[config.mk]
export PLATFORM = sky130hd
export DESIGN_NAME = boot_stream_seq
export DESIGN_NICKNAME = d
export VERILOG_FILES = /design/src/rtl/boot_stream_seq.sv
export SDC_FILE = /design/constraint.sdc
export NUM_CORES = 1
export LEC_CHECK = 0
export BUFFER_PORTS_ARGS = -buffer_cell sky130_fd_sc_hd__buf_2
export CAP_MARGIN = 20
export CORE_ASPECT_RATIO = 1.5
export CORE_UTILIZATION = 55
export CTS_CLUSTER_DIAMETER = 50
export CTS_CLUSTER_SIZE = 12
export DETAILED_ROUTE_END_ITERATION = 16
export PLACE_DENSITY = 0.77
export SETUP_SLACK_MARGIN = 0.4
export SYNTH_ARGS = -nofsm -noshare
export SYNTH_HDL_FRONTEND = slang
export SYNTH_SLANG_ARGS = --single-unit
[constraint.sdc]
create_clock -name clk -period 2.6 [get_ports clk]
set_input_delay 0.65 -clock clk [delete_from_list [all_inputs] [get_ports clk]]
set_output_delay 0.65 -clock clk [all_outputs]
set_load 0.05 [all_outputs]
[src/rtl/boot_stream_seq.sv]
module boot_stream_seq #(
  parameter int          CFG_W     = 32,
  parameter int          BLK_LSB   = 9,
  parameter int          DLY_W     = 8,
  parameter logic [7:0]  OP_CFG_RD = 8'h14,
  parameter logic [7:0]  OP_CFG_WR = 8'h15
) (
  input  logic             clk,
  input  logic             rst_n,
  input  logic             sw_rst,
  input  logic             cs_n,
  input  logic             sck,
  input  logic             mosi,
  output logic             miso,
  output logic [CFG_W-1:0] mem_addr,
  input  logic [7:0]       mem_data
);

  localparam int CNT_W = $clog2(CFG_W);

  typedef enum logic [2:0] {S_IDLE, S_WAIT, S_BOOT, S_OPC, S_RDCFG, S_WRCFG, S_SKIP} st_t;

  st_t              st;
  logic             cs_q, sck_q, armed, arm_pend, miso_q;
  logic [DLY_W-1:0] cnt;
  logic [CNT_W-1:0] bcnt;
  logic [CFG_W-1:0] sh, addr_q;
  logic [CFG_W-1:0] cfg_q = '0;

  wire              rise    = sck & ~sck_q & ~cs_n;
  wire              fall    = ~sck & sck_q & ~cs_n;
  wire              cs_fall = cs_q & ~cs_n;
  wire              cs_rise = ~cs_q & cs_n;
  wire [DLY_W-1:0]  dly     = cfg_q[DLY_W:1];
  wire [CFG_W-1:0]  start   = {cfg_q[CFG_W-1:BLK_LSB], {BLK_LSB{1'b0}}};
  wire [7:0]        opc     = {sh[6:0], mosi};

  logic boot_ld;
  always_comb begin
    boot_ld = 1'b0;
    if (!sw_rst && !cs_rise) begin
      case (st)
        S_IDLE:  boot_ld = cs_fall && armed && !arm_pend && (dly == '0);
        S_WAIT:  boot_ld = fall && (cnt == dly);
        S_BOOT:  boot_ld = fall && (bcnt == CNT_W'(7));
        default: boot_ld = 1'b0;
      endcase
    end
  end

  always_ff @(posedge clk) begin
    if (rst_n && !sw_rst && st == S_WRCFG && rise && bcnt == CNT_W'(CFG_W-1))
      cfg_q <= {sh[CFG_W-2:0], mosi};
  end

  always_ff @(posedge clk or negedge rst_n) begin
    if (!rst_n) begin
      cs_q     <= 1'b1;
      sck_q    <= 1'b0;
      st       <= S_IDLE;
      armed    <= 1'b0;
      arm_pend <= 1'b1;
      cnt      <= '0;
      bcnt     <= '0;
      sh       <= '0;
      addr_q   <= '0;
      miso_q   <= 1'b0;
    end else begin
      cs_q  <= cs_n;
      sck_q <= sck;
      if (sw_rst) begin
        st       <= S_IDLE;
        armed    <= 1'b0;
        arm_pend <= 1'b1;
        miso_q   <= 1'b0;
      end else begin
        if (arm_pend) begin
          armed    <= cfg_q[0];
          arm_pend <= 1'b0;
          addr_q   <= start;
        end
        if (cs_rise) begin
          st     <= S_IDLE;
          miso_q <= 1'b0;
        end else begin
          case (st)
            S_IDLE: if (cs_fall) begin
              bcnt <= '0;
              cnt  <= '0;
              if (armed && !arm_pend) begin
                armed <= 1'b0;
                st    <= S_WAIT;
              end else begin
                st <= S_OPC;
              end
            end
            S_WAIT: if (rise) cnt <= cnt + DLY_W'(1);
            S_BOOT: if (fall) begin
              miso_q <= sh[CFG_W-1];
              sh     <= sh << 1;
              bcnt   <= bcnt + CNT_W'(1);
            end
            S_OPC: if (rise) begin
              sh   <= {sh[CFG_W-2:0], mosi};
              bcnt <= bcnt + CNT_W'(1);
              if (bcnt == CNT_W'(7)) begin
                bcnt <= '0;
                if (opc == OP_CFG_RD) begin
                  st <= S_RDCFG;
                  sh <= cfg_q;
                end else if (opc == OP_CFG_WR) begin
                  st <= S_WRCFG;
                end else begin
                  st <= S_SKIP;
                end
              end
            end
            S_RDCFG: if (fall) begin
              miso_q <= sh[CFG_W-1];
              sh     <= sh << 1;
            end
            S_WRCFG: if (rise) begin
              sh   <= {sh[CFG_W-2:0], mosi};
              bcnt <= bcnt + CNT_W'(1);
              if (bcnt == CNT_W'(CFG_W-1)) st <= S_SKIP;
            end
            default: ;
          endcase
          if (boot_ld) begin
            st     <= S_BOOT;
            miso_q <= mem_data[7];
            sh     <= {mem_data[6:0], {(CFG_W-7){1'b0}}};
            addr_q <= addr_q + CFG_W'(1);
            bcnt   <= '0;
          end
        end
      end
    end
  end

  assign miso     = miso_q;
  assign mem_addr = addr_q;

  assert_miso_low_deselected_R7: assert property (@(posedge clk) disable iff (!rst_n)
    (cs_q && cs_n) |-> !miso_q);

  assert_one_session_R7: assert property (@(posedge clk) disable iff (!rst_n)
    (st == S_BOOT) |-> !armed);

  assert_cfg_hold_R9: assert property (@(posedge clk) disable iff (!rst_n)
    !(st == S_WRCFG && rise) |=> $stable(cfg_q));

  assert_miso_on_fall_R10: assert property (@(posedge clk) disable iff (!rst_n)
    !$stable(miso_q) |-> ($past(sck_q && !sck) || $past(cs_q != cs_n) || $past(sw_rst)));

  assert_block_aligned_R6: assert property (@(posedge clk) disable iff (!rst_n)
    $rose(st == S_BOOT) |-> (mem_addr[BLK_LSB-1:0] == BLK_LSB'(1)));

  assert_swrst_rearm_R4: assert property (@(posedge clk) disable iff (!rst_n)
    sw_rst |=> (st == S_IDLE && arm_pend));

endmodule

==> impl_results.md, run 1 <==
* Status: finished clean
* DRT antenna net count at 0
* Post-synth EDFFs at 32
* Total Die Area at 0.0117 mm^2
* Leakage at 3.53 nW
* Top cell family by delay on the critical path: simple AND/OR/NAND/NOR gates
* Syn Nets at 635
* GRT Util Overall at 34.0%
* VDD IR max at 0.482 mV
* Final nets at 747
* RSZ-0062 raised after global routing: true
* Seq/Total Area, Yosys at 50.0%
* Placed Cells at 831
* Adder-cell area share of the yosys netlist at 0.809%
* Commonest non-fill, non-tap cell in the layout: dfrtp_1
* Critical path fanouts, max at 4
* Wirelength per Cell at 22.2 um
* # diodes at 0
* Grt ovf at 0
* Main synth FF type: dfrtp_1
* Yosys warning count at 0
* CTS Sinks at 117
* Final Hold Viols at 0
* Clk pwr share at 50.3%
* Wirelength, routed at 19700 um
* Worst EP required at 2950 ps
* Asr flop ratio synth at 72.6%
* Endpoint type of the worst setup path: register
* Post-DP HPWL at 12700 um
* Area grow syn2layout at 32.6%
* Buf/Inv on CP at 2
* Worst Setup Start Kind: register
* Hold WS at 301 ps
* H-Tree Depth at 4
* Final Slew Violations at 0
* Finished Layout Cells at 889
* Sequential fraction of design power at 39.4%
* Ratio of cells with drive above 1 in the final layout at 29.8%
* Power density cells at 623 mW/mm^2
* GPL Wtd Cong at 0.942
* Routed vias at 5780
* Max Clock Skew at 8.15 ps
* Max Cap Viol at 0
* Mapped Area at 0.00619 mm^2
* Switching Fraction at 24.5%
* First-pass GRT wire length at 29600 um
* Synth Area in XOR/XNOR at 2.12%
* Antenna violations before repair at 0
* Fmax at 410 MHz
* Final Cycle Share at 93.9%
* DR pass1 iterations at 7
* IO buf count at 46
* Cell chain of the critical path: xnor2_2 -> nand4_1 -> buf_4 -> o311ai_4 -> buf_6 -> o21ai_2 -> or4b_1 -> nand2_1
* DRC viols at 0
* Worst path max stage delay at 530 ps
* Clock tree buffer depth at 2
* Cts bufs inserted at 17
* Slowest-stage cell, CP: or4b_1
* Slew HR at 60.9%
* Placed cell area at 0.00701 mm^2
* Avg Inst Size Synth at 10.0 um^2
* Hold buffer count at cts at 0
* Power Total at 0.00511 W
* Crit Path Category: register to register
* Num rows at 47
* NetSw at 0.00125 W
* Hold Path Class: primary input to asynchronous set/reset pin
* Die width at 88.6 um
* Final setup fails at 0
* Post-synth cell types at 68
* Vias per cell at 6.50
* Core Footprint at 0.0110 mm^2
* CTS tree: built
* Combinational family with the most area after synthesis: simple AND/OR/NAND/NOR gates
* Multiplexer area fraction after synthesis at 5.64%
* FF/Latch Area at 0.00309 mm^2
* Worst slew pin tran at 585 ps
* # IOs at 47
* Dominant cells by area after synthesis: dfrtp_1, edfxtp_1, mux2i_1, nand2_1, a21oi_1
* Simple-gate portion of the synthesized area at 19.2%
* Tmin final at 2440 ps
* Post-synthesis cell count at 617
* Setup TNS at 0 ps
* Compound-Gate Fraction of Synth Area at 18.4%
* Logic pwr share at 10.2%
* Cell internal pwr at 0.00386 W
* Initial drt markers at 482
* Cell accounting for the most synthesized area: dfrtp_1
* Fill cell count at 736
* Vias in the first global route at 5873
* Multi-input logic area at 0.00310 mm^2
* Pin count of the biggest net entering global routing at 86
* Clock Root Buffer: clkbuf_16
* Post-synth top area share at 33.6%
* Clock Latency Late Sink at 410 ps
* Initial Util at 56.3%
* Fin area at 0.00820 mm^2
* Clock Pin Slew Worst Setup and Hold Paths at 60 ps
* CP Data Arrival Time at 2790 ps
* #FFs+latches synth at 117
* DIE HEIGHT at 132 um
* Most frequent cells in the layout: dfrtp_1, nand2_1, buf_4
cells in the mapped netlist, drive strengths merged, types with 6 or more instances:
cell type and number:
nand3 30, inv 14, nand2 73, a211oi 7, a21oi 41, xnor2 11
nor4 6, mux2 7, or3 7, nor3 12, o211ai 8, nand4 21
buf 16, mux2i 27, o22a 8, and2 7, o31ai 26, dfrtp 83
o21ai 44, clkbuf 20, nor2 34, a21o 6, and3 13, edfxtp 32
routing by layer:
layer  wire [um]  GRT usage (%)  share of wire (%)  up-vias
li1            -              -                  -     2530
met1        7010           38.7                 36     2834
met2       10200           56.0                 52      323
met3        1250           6.89                6.3       93
met4        1230           23.0                6.2        0
met5           0              0                  0        -
cells by family after synthesis:
| logic type | Yosys count |
|---|---|
| compound gates | 169 |
| xor+xnor | 15 |
| fa+ha+maj | 4 |
| buf+inv | 50 |
| flops | 117 |
| mux | 34 |
| simple gates | 228 |
path summary, 6_finish.rpt:
kind / from / end / slack (ps) / depth (start not counted)
min in group clk: sh[24] / cfg_q[25] / 470 / 0
max: cfg_q[8] / bcnt[2] / 160 / 8
max in group asynchronous: rst_n / cs_q / 1910 / 2
min: rst_n / sh[3] / 300 / 2
min reg2reg: sh[24] / cfg_q[25] / 470 / 0
max reg2reg: cfg_q[8] / bcnt[2] / 160 / 8
repair_timing:
item                                    CTS  global route
buffers inserted                          9            12
pin swaps                                13            16
gates cloned                              1             4
endpoints found under the setup margin   67            73
gates resized for setup                  16            34
power groups by stage:
stage / Clock, W / Combinational (W) / Sequential (W)
floorplan: 0 / 0.000180 / 0.00215
global placement: 0 / 0.000464 / 0.00204
detailed placement: 0 / 0.000473 / 0.00204
CTS: 0.00259 / 0.000490 / 0.00201
global route: 0.00267 / 0.000554 / 0.00202
finish: 0.00257 / 0.000523 / 0.00202
state kept, by name, summed over array words and instances, names as in the netlist, 3 cells and up:
name / count
cfg_q: 32
mem_addr: 32
sh: 32
cnt: 8
bcnt: 5
st: 3
final cells by class:
cell class	count	share of cell area [%]
Multi-Input combinational cell	450	37.8
Sequential cell	117	37.7
Tap cell	147	2.24
Clock inverter	6	1.33
Clock buffer	26	6.71
Timing Repair Buffer	129	13.6
Inverter	14	0.641
metrics by stage:
stage	worst slack, ps	utilization, %
3_5_place_dp	-173	63.7
5_1_grt	126	74.6
3_3_place_gp	-111	63.7
6_report	158	74.6
4_1_cts	313	71.2
2_1_floorplan	-14.7	-
Note: power is estimated with default switching activity, not from simulation.
==> inputs of run 2 (changes only) <==
PLACE_DENSITY = 0.87   (was 0.77)
==> impl_results.md, run 2 (synthesis gave the netlist of run 1 again) <==
* Fmax at 430 MHz (+4.9%)
* Clock Pin Slew Worst Setup and Hold Paths at 60 ps (about the same)
* Num rows at 47 (unchanged)
* Critical path fanouts, max at 5 (+1)
* Tmin final at 2330 ps (-114 ps)
* Core Footprint at 0.0110 mm^2 (unchanged)
* Hold Path Class: primary input to asynchronous set/reset pin
* Grt ovf at 0 (unchanged)
* Die width at 88.6 um (unchanged)
* Area grow syn2layout at 25.0%
* Most frequent cells in the layout: dfrtp_1, nand2_1, buf_4
* Setup TNS at 0 ps (unchanged)
* Routed vias at 5683 (-1.7%)
* First-pass GRT wire length at 29100 um (-1.6%)
* Max Clock Skew at 10.9 ps (+2.71 ps)
* Vias in the first global route at 5565 (-5.2%)
* Cts bufs inserted at 17 (unchanged)
* Final nets at 725 (-2.9%)
* Power density cells at 616 mW/mm^2 (-1.2%)
* RSZ-0062 raised after global routing: true
* CTS Sinks at 117 (unchanged)
* Setup ws final at 272 ps (+114 ps)
* Crit Path Category: register to register
* Slew HR at 60.5% (-0.43 points)
* Worst Setup Start Kind: register
* GRT Util Overall at 33.3% (-0.66 points)
* # IOs at 47 (unchanged)
* Initial Util at 56.3% (unchanged)
* Commonest non-fill, non-tap cell in the layout: dfrtp_1
* CP Data Arrival Time at 2680 ps (-110 ps)
* H-Tree Depth at 4 (unchanged)
* Final setup fails at 0 (unchanged)
* GPL Wtd Cong at 0.972 (+3.2%)
* Clock tree buffer depth at 2 (unchanged)
* Vias per cell at 6.56 (+0.93%)
* Clock Latency Late Sink at 420 ps (about the same)
* Final Hold Viols at 0 (unchanged)
* Endpoint type of the worst setup path: register
* Post-DP HPWL at 12600 um (-0.93%)
* Utilization after layout at 70.3% (-4.2 points)
* DR pass1 iterations at 6 (-1)
* DRT antenna net count at 0 (unchanged)
* Final Cycle Share at 89.5% (-4.4 points)
* Max Cap Viol at 0 (unchanged)
* Initial drt markers at 589 (+22%)
* Total Die Area at 0.0117 mm^2 (unchanged)
* DIE HEIGHT at 132 um (unchanged)
* Wirelength per Cell at 21.4 um (-3.7%)
* Worst slew pin tran at 592 ps (+6.43 ps)
* Clock Root Buffer: clkbuf_16
* Status: finished clean
* VDD IR max at 0.406 mV (-16%)
* Setup WS pre-CTS at -134 ps (+39.0 ps)
* Leakage at 3.32 nW (-6.0%)
* DRC viols at 0 (unchanged)
* # diodes at 0 (unchanged)
* Antenna violations before repair at 0 (unchanged)
* Worst EP required at 2950 ps (about the same)
* CTS tree: built
* Hold WS at 137 ps (-164 ps)
* Pin count of the biggest net entering global routing at 48 (-44%)
* Wirelength, routed at 18500 um (-6.2%)
* Final Slew Violations at 0 (unchanged)
* Ratio of cells with drive above 1 in the final layout at 27.0% (-2.8 points)
* IO buf count at 46 (unchanged)
==> run 2: changes by cell type in the layout (fill, tap and decap cells not counted), sizes merged <==
cell / delta
buf: -18
clkbuf: -11
clkinv: +6
bufinv: -1
clkinvlp: +1
==> run 2: repair_timing <==
action / in CTS / in global routing
endpoints found under the setup margin: 69 / 109
resized for setup: 15 / 23
gates cloned: 0 / 0
pin swaps: 4 / 4
hold buffers: 0 / 0
setup buffers: 4 / 3
endpoints found under the hold margin: 0 / 0
==> run 2: worst max-delay path, stage by stage, from the launching register on <==
cell	delay, ps
edfxtp_1	430
xnor2_1	250
nand4_1	140
buf_4	180
o311ai_4	440
buf_4	200
o21ai_2	50
or4b_1	480
nand2_1	80
==> run 2: final timing paths <==
path | cells after the start | endpoint | slack, ps | from
worst max-delay path | 8 | bcnt[2] | 270 | cfg_q[6]
worst min-delay path | 1 | bcnt[1] | 140 | rst_n
worst max register to register | 8 | bcnt[2] | 270 | cfg_q[6]
worst min register to register | 0 | cfg_q[21] | 470 | sh[20]
max in group asynchronous | 2 | arm_pend | 1650 | rst_n
min in group clk | 0 | cfg_q[21] | 470 | sh[20]
==> run 2: area by class of cell <==
class                   instances  area [um^2]
clock buffers                  19          433
flip-flops and latches        117         3090
fillers                       744         3260
multi-input cells             450         3070
inverters                      14         52.6
well taps                     147          184
repair buffers                107          772
clock inverters                12          133
==> run 2: where the power goes <==
| part | internal (W) | switching (W) | total [W] |
|---|---|---|---|
| clock network | 0.00140 | 0.000850 | 0.00225 |
| registers | 0.00194 | 0.0000795 | 0.00202 |
| logic | 0.000156 | 0.000332 | 0.000488 |
| total | 0.00350 | 0.00126 | 0.00476 |
==> run 2: metal layers <==
layer	vias to the layer above	track usage [%]	wire length (um)
met3	101	8.58	1150
met5	-	0	0
li1	2495	-	-
met1	2767	36.9	6670
met4	0	22.2	1120
met2	320	54.9	9590
==> run 2: per-stage QoR <==
| step | power [W] | cell area [um^2] | std cells |
|---|---|---|---|
| final | 0.00476 | 7730 | 866 |
| after global routing | 0.00490 | 7730 | 866 |
| after CTS | 0.00474 | 7610 | 863 |
| after detailed placement | 0.00250 | 6930 | 828 |
| after global placement | 0.00249 | 6930 | 828 |
| after floorplan | 0.00233 | 6260 | 617 |
==> inputs of run 3 (changes only) <==
PLACE_DENSITY = 0.84   (was 0.87)
clock period = 2.4 ns   (was 2.6 ns; I/O delays follow)
==> impl_results.md, run 3 (synthesis gave the netlist of run 1 again) <==
* Status: finished clean
* Top cell family by delay on the critical path: simple AND/OR/NAND/NOR gates
* Ratio of cells with drive above 1 in the final layout at 29.1% (+2.1 points)
* Area grow syn2layout at 27.9%
* First-pass GRT wire length at 29400 um (+1.0%)
* Setup ws final at 48.1 ps (-224 ps)
* CTS Sinks at 117 (unchanged)
* Power density cells at 644 mW/mm^2 (+4.7%)
* Buf/Inv on CP at 3 (+1)
* Core Footprint at 0.0110 mm^2 (unchanged)
* CTS tree: built
* Setup TNS at 0 ps (unchanged)
* Fin area at 0.00791 mm^2 (+2.3%)
* Final Slew Violations at 0 (unchanged)
* Max Cap Viol at 0 (unchanged)
* # diodes at 0 (unchanged)
* Clock tree buffer depth at 2 (unchanged)
* Logic pwr share at 10.4% (about the same)
* Worst Setup Start Kind: register
* Leakage at 3.38 nW (+1.8%)
* Worst slew pin tran at 534 ps (-57.3 ps)
* Num rows at 47 (unchanged)
* Fill cell count at 758 (+1.9%)
* Power Total at 0.00510 W (+7.1%)
* Hold buffer count at cts at 0 (unchanged)
* Pin count of the biggest net entering global routing at 86 (+79%)
* Wirelength, routed at 18600 um (+0.58%)
* GPL Wtd Cong at 0.977 (+0.51%)
* Vias in the first global route at 5686 (+2.2%)
* Critical path fanouts, max at 34 (+29)
* DRT antenna net count at 0 (unchanged)
* DR pass1 iterations at 5 (-1)
* Slowest-stage cell, CP: edfxtp_1
* Clock Root Buffer: clkbuf_16
* NetSw at 0.00138 W (+9.3%)
* Total Die Area at 0.0117 mm^2 (unchanged)
* Fmax at 425 MHz (-1.0%)
* Final Hold Viols at 0 (unchanged)
* Clock Pin Slew Worst Setup and Hold Paths at 60 ps (about the same)
* CP Data Arrival Time at 2660 ps (-20 ps)
* Grt ovf at 0 (unchanged)
* Tmin final at 2350 ps (+24.2 ps)
* FF/Latch Area at 0.00309 mm^2 (about the same)
* Setup WS pre-CTS at -273 ps (-139 ps)
* Placed cell area at 0.00703 mm^2 (+1.4%)
* Clk pwr share at 46.8% (-0.5 points)
* Clock Latency Late Sink at 420 ps (about the same)
* Hold Path Class: primary input to asynchronous set/reset pin
* Initial drt markers at 588 (-0.17%)
* Slew HR at 64.3% (+3.8 points)
* Endpoint type of the worst setup path: register
* Final setup fails at 0 (unchanged)
* Initial Util at 56.3% (unchanged)
* Antenna violations before repair at 0 (unchanged)
* RSZ-0062 raised after global routing: true
* Cell chain of the critical path: nor4_4 -> buf_4 -> nand4_1 -> o311ai_4 -> buf_12 -> o21ai_4 -> buf_12 -> o31ai_1
* Switching Fraction at 27.1% (+0.55 points)
* Crit Path Category: register to register
* DRC viols at 0 (unchanged)
* Multi-input logic area at 0.00311 mm^2 (+1.4%)
* Final Cycle Share at 98.0% (+8.5 points)
* Hold WS at 302 ps (+165 ps)
* Final nets at 738 (+1.8%)
* Sequential fraction of design power at 42.8% (+0.4 points)
* Routed vias at 5757 (+1.3%)
* Worst path max stage delay at 470 ps (about the same)
* Cell repeated most along the worst path: buf_12
* Reg2Reg Setup Slack at 50 ps (-220 ps)
* VDD IR max at 0.736 mV (+81%)
* # IOs at 47 (unchanged)
* Cts bufs inserted at 17 (unchanged)
* Vias per cell at 6.54 (-0.31%)
* Die width at 88.6 um (unchanged)
* Max Clock Skew at 8.63 ps (-2.23 ps)
* Post-DP HPWL at 12300 um (-2.3%)
* Worst EP required at 2710 ps (-240 ps)
* H-Tree Depth at 4 (unchanged)
* Most frequent cells in the layout: dfrtp_1, nand2_1, buf_4
* GRT Util Overall at 33.9% (+0.61 points)
* DIE HEIGHT at 132 um (unchanged)
* Commonest non-fill, non-tap cell in the layout: dfrtp_1
* Cell internal pwr at 0.00372 W (+6.3%)
* IO buf count at 46 (unchanged)
* Wirelength per Cell at 21.2 um (-1.0%)
## run 3: cell count changes in the layout (fill, tap and decap cells not counted), sizes merged
| cell | previous run | this run |
|---|---|---|
| clkbuf | 19 | 21 |
| inv | 15 | 16 |
| bufinv | 2 | 1 |
| clkinvlp | 2 | 4 |
| buf | 107 | 120 |
| clkinv | 7 | 4 |
## run 3: power groups by stage
stage / Combinational (W) / Clock, W / Sequential [W]
2_1_floorplan: 0.000193 / 0 / 0.00232
3_3_place_gp: 0.000491 / 0 / 0.00221
3_5_place_dp: 0.000500 / 0 / 0.00221
4_1_cts: 0.000519 / 0.00240 / 0.00218
5_1_grt: 0.000562 / 0.00249 / 0.00219
6_report: 0.000530 / 0.00238 / 0.00218
## run 3: what timing repair did
action	in CTS	in global routing
gates cloned	2	0
endpoints found under the setup margin	78	110
pin swaps	14	6
buffers inserted	3	6
resized for setup	36	17
## run 3: per-layer routing
metal  part of all wire, %  GRT usage, %  wire, um  vias up
li1                      -             -         -     2526
met1                    36          37.9      6630     2815
met2                    51          54.7      9420      313
met3                   6.1          8.52      1130      103
met4                   7.7          25.0      1440        0
met5                     0             0         0        -
## run 3: path summary, 6_finish.rpt
check / start / endpoint / cells past startpoint
worst max-delay path: cfg_q[1] / sh[10] / 8
worst min-delay path: rst_n / cnt[2] / 2
worst max register to register: cfg_q[1] / sh[10] / 8
worst min register to register: sh[11] / cfg_q[12] / 0
max in group asynchronous: rst_n / cs_q / 2
min in group clk: sck / sck_q / 2
## run 3: cell type report
type | instances | share of cell area [%]
Sequential cell | 117 | 39.1
Multi-Input combinational cell | 450 | 39.3
Clock inverter | 11 | 1.30
Timing Repair Buffer | 120 | 11.6
Clock buffer | 21 | 5.69
Tap cell | 147 | 2.33
Inverter | 14 | 0.664
## run 3: through the flow
step | instances | util [%]
2_1_floorplan | 617 | -
3_3_place_gp | 837 | 63.9
3_5_place_dp | 837 | 63.9
4_1_cts | 874 | 70.7
5_1_grt | 880 | 71.9
6_report | 880 | 71.9
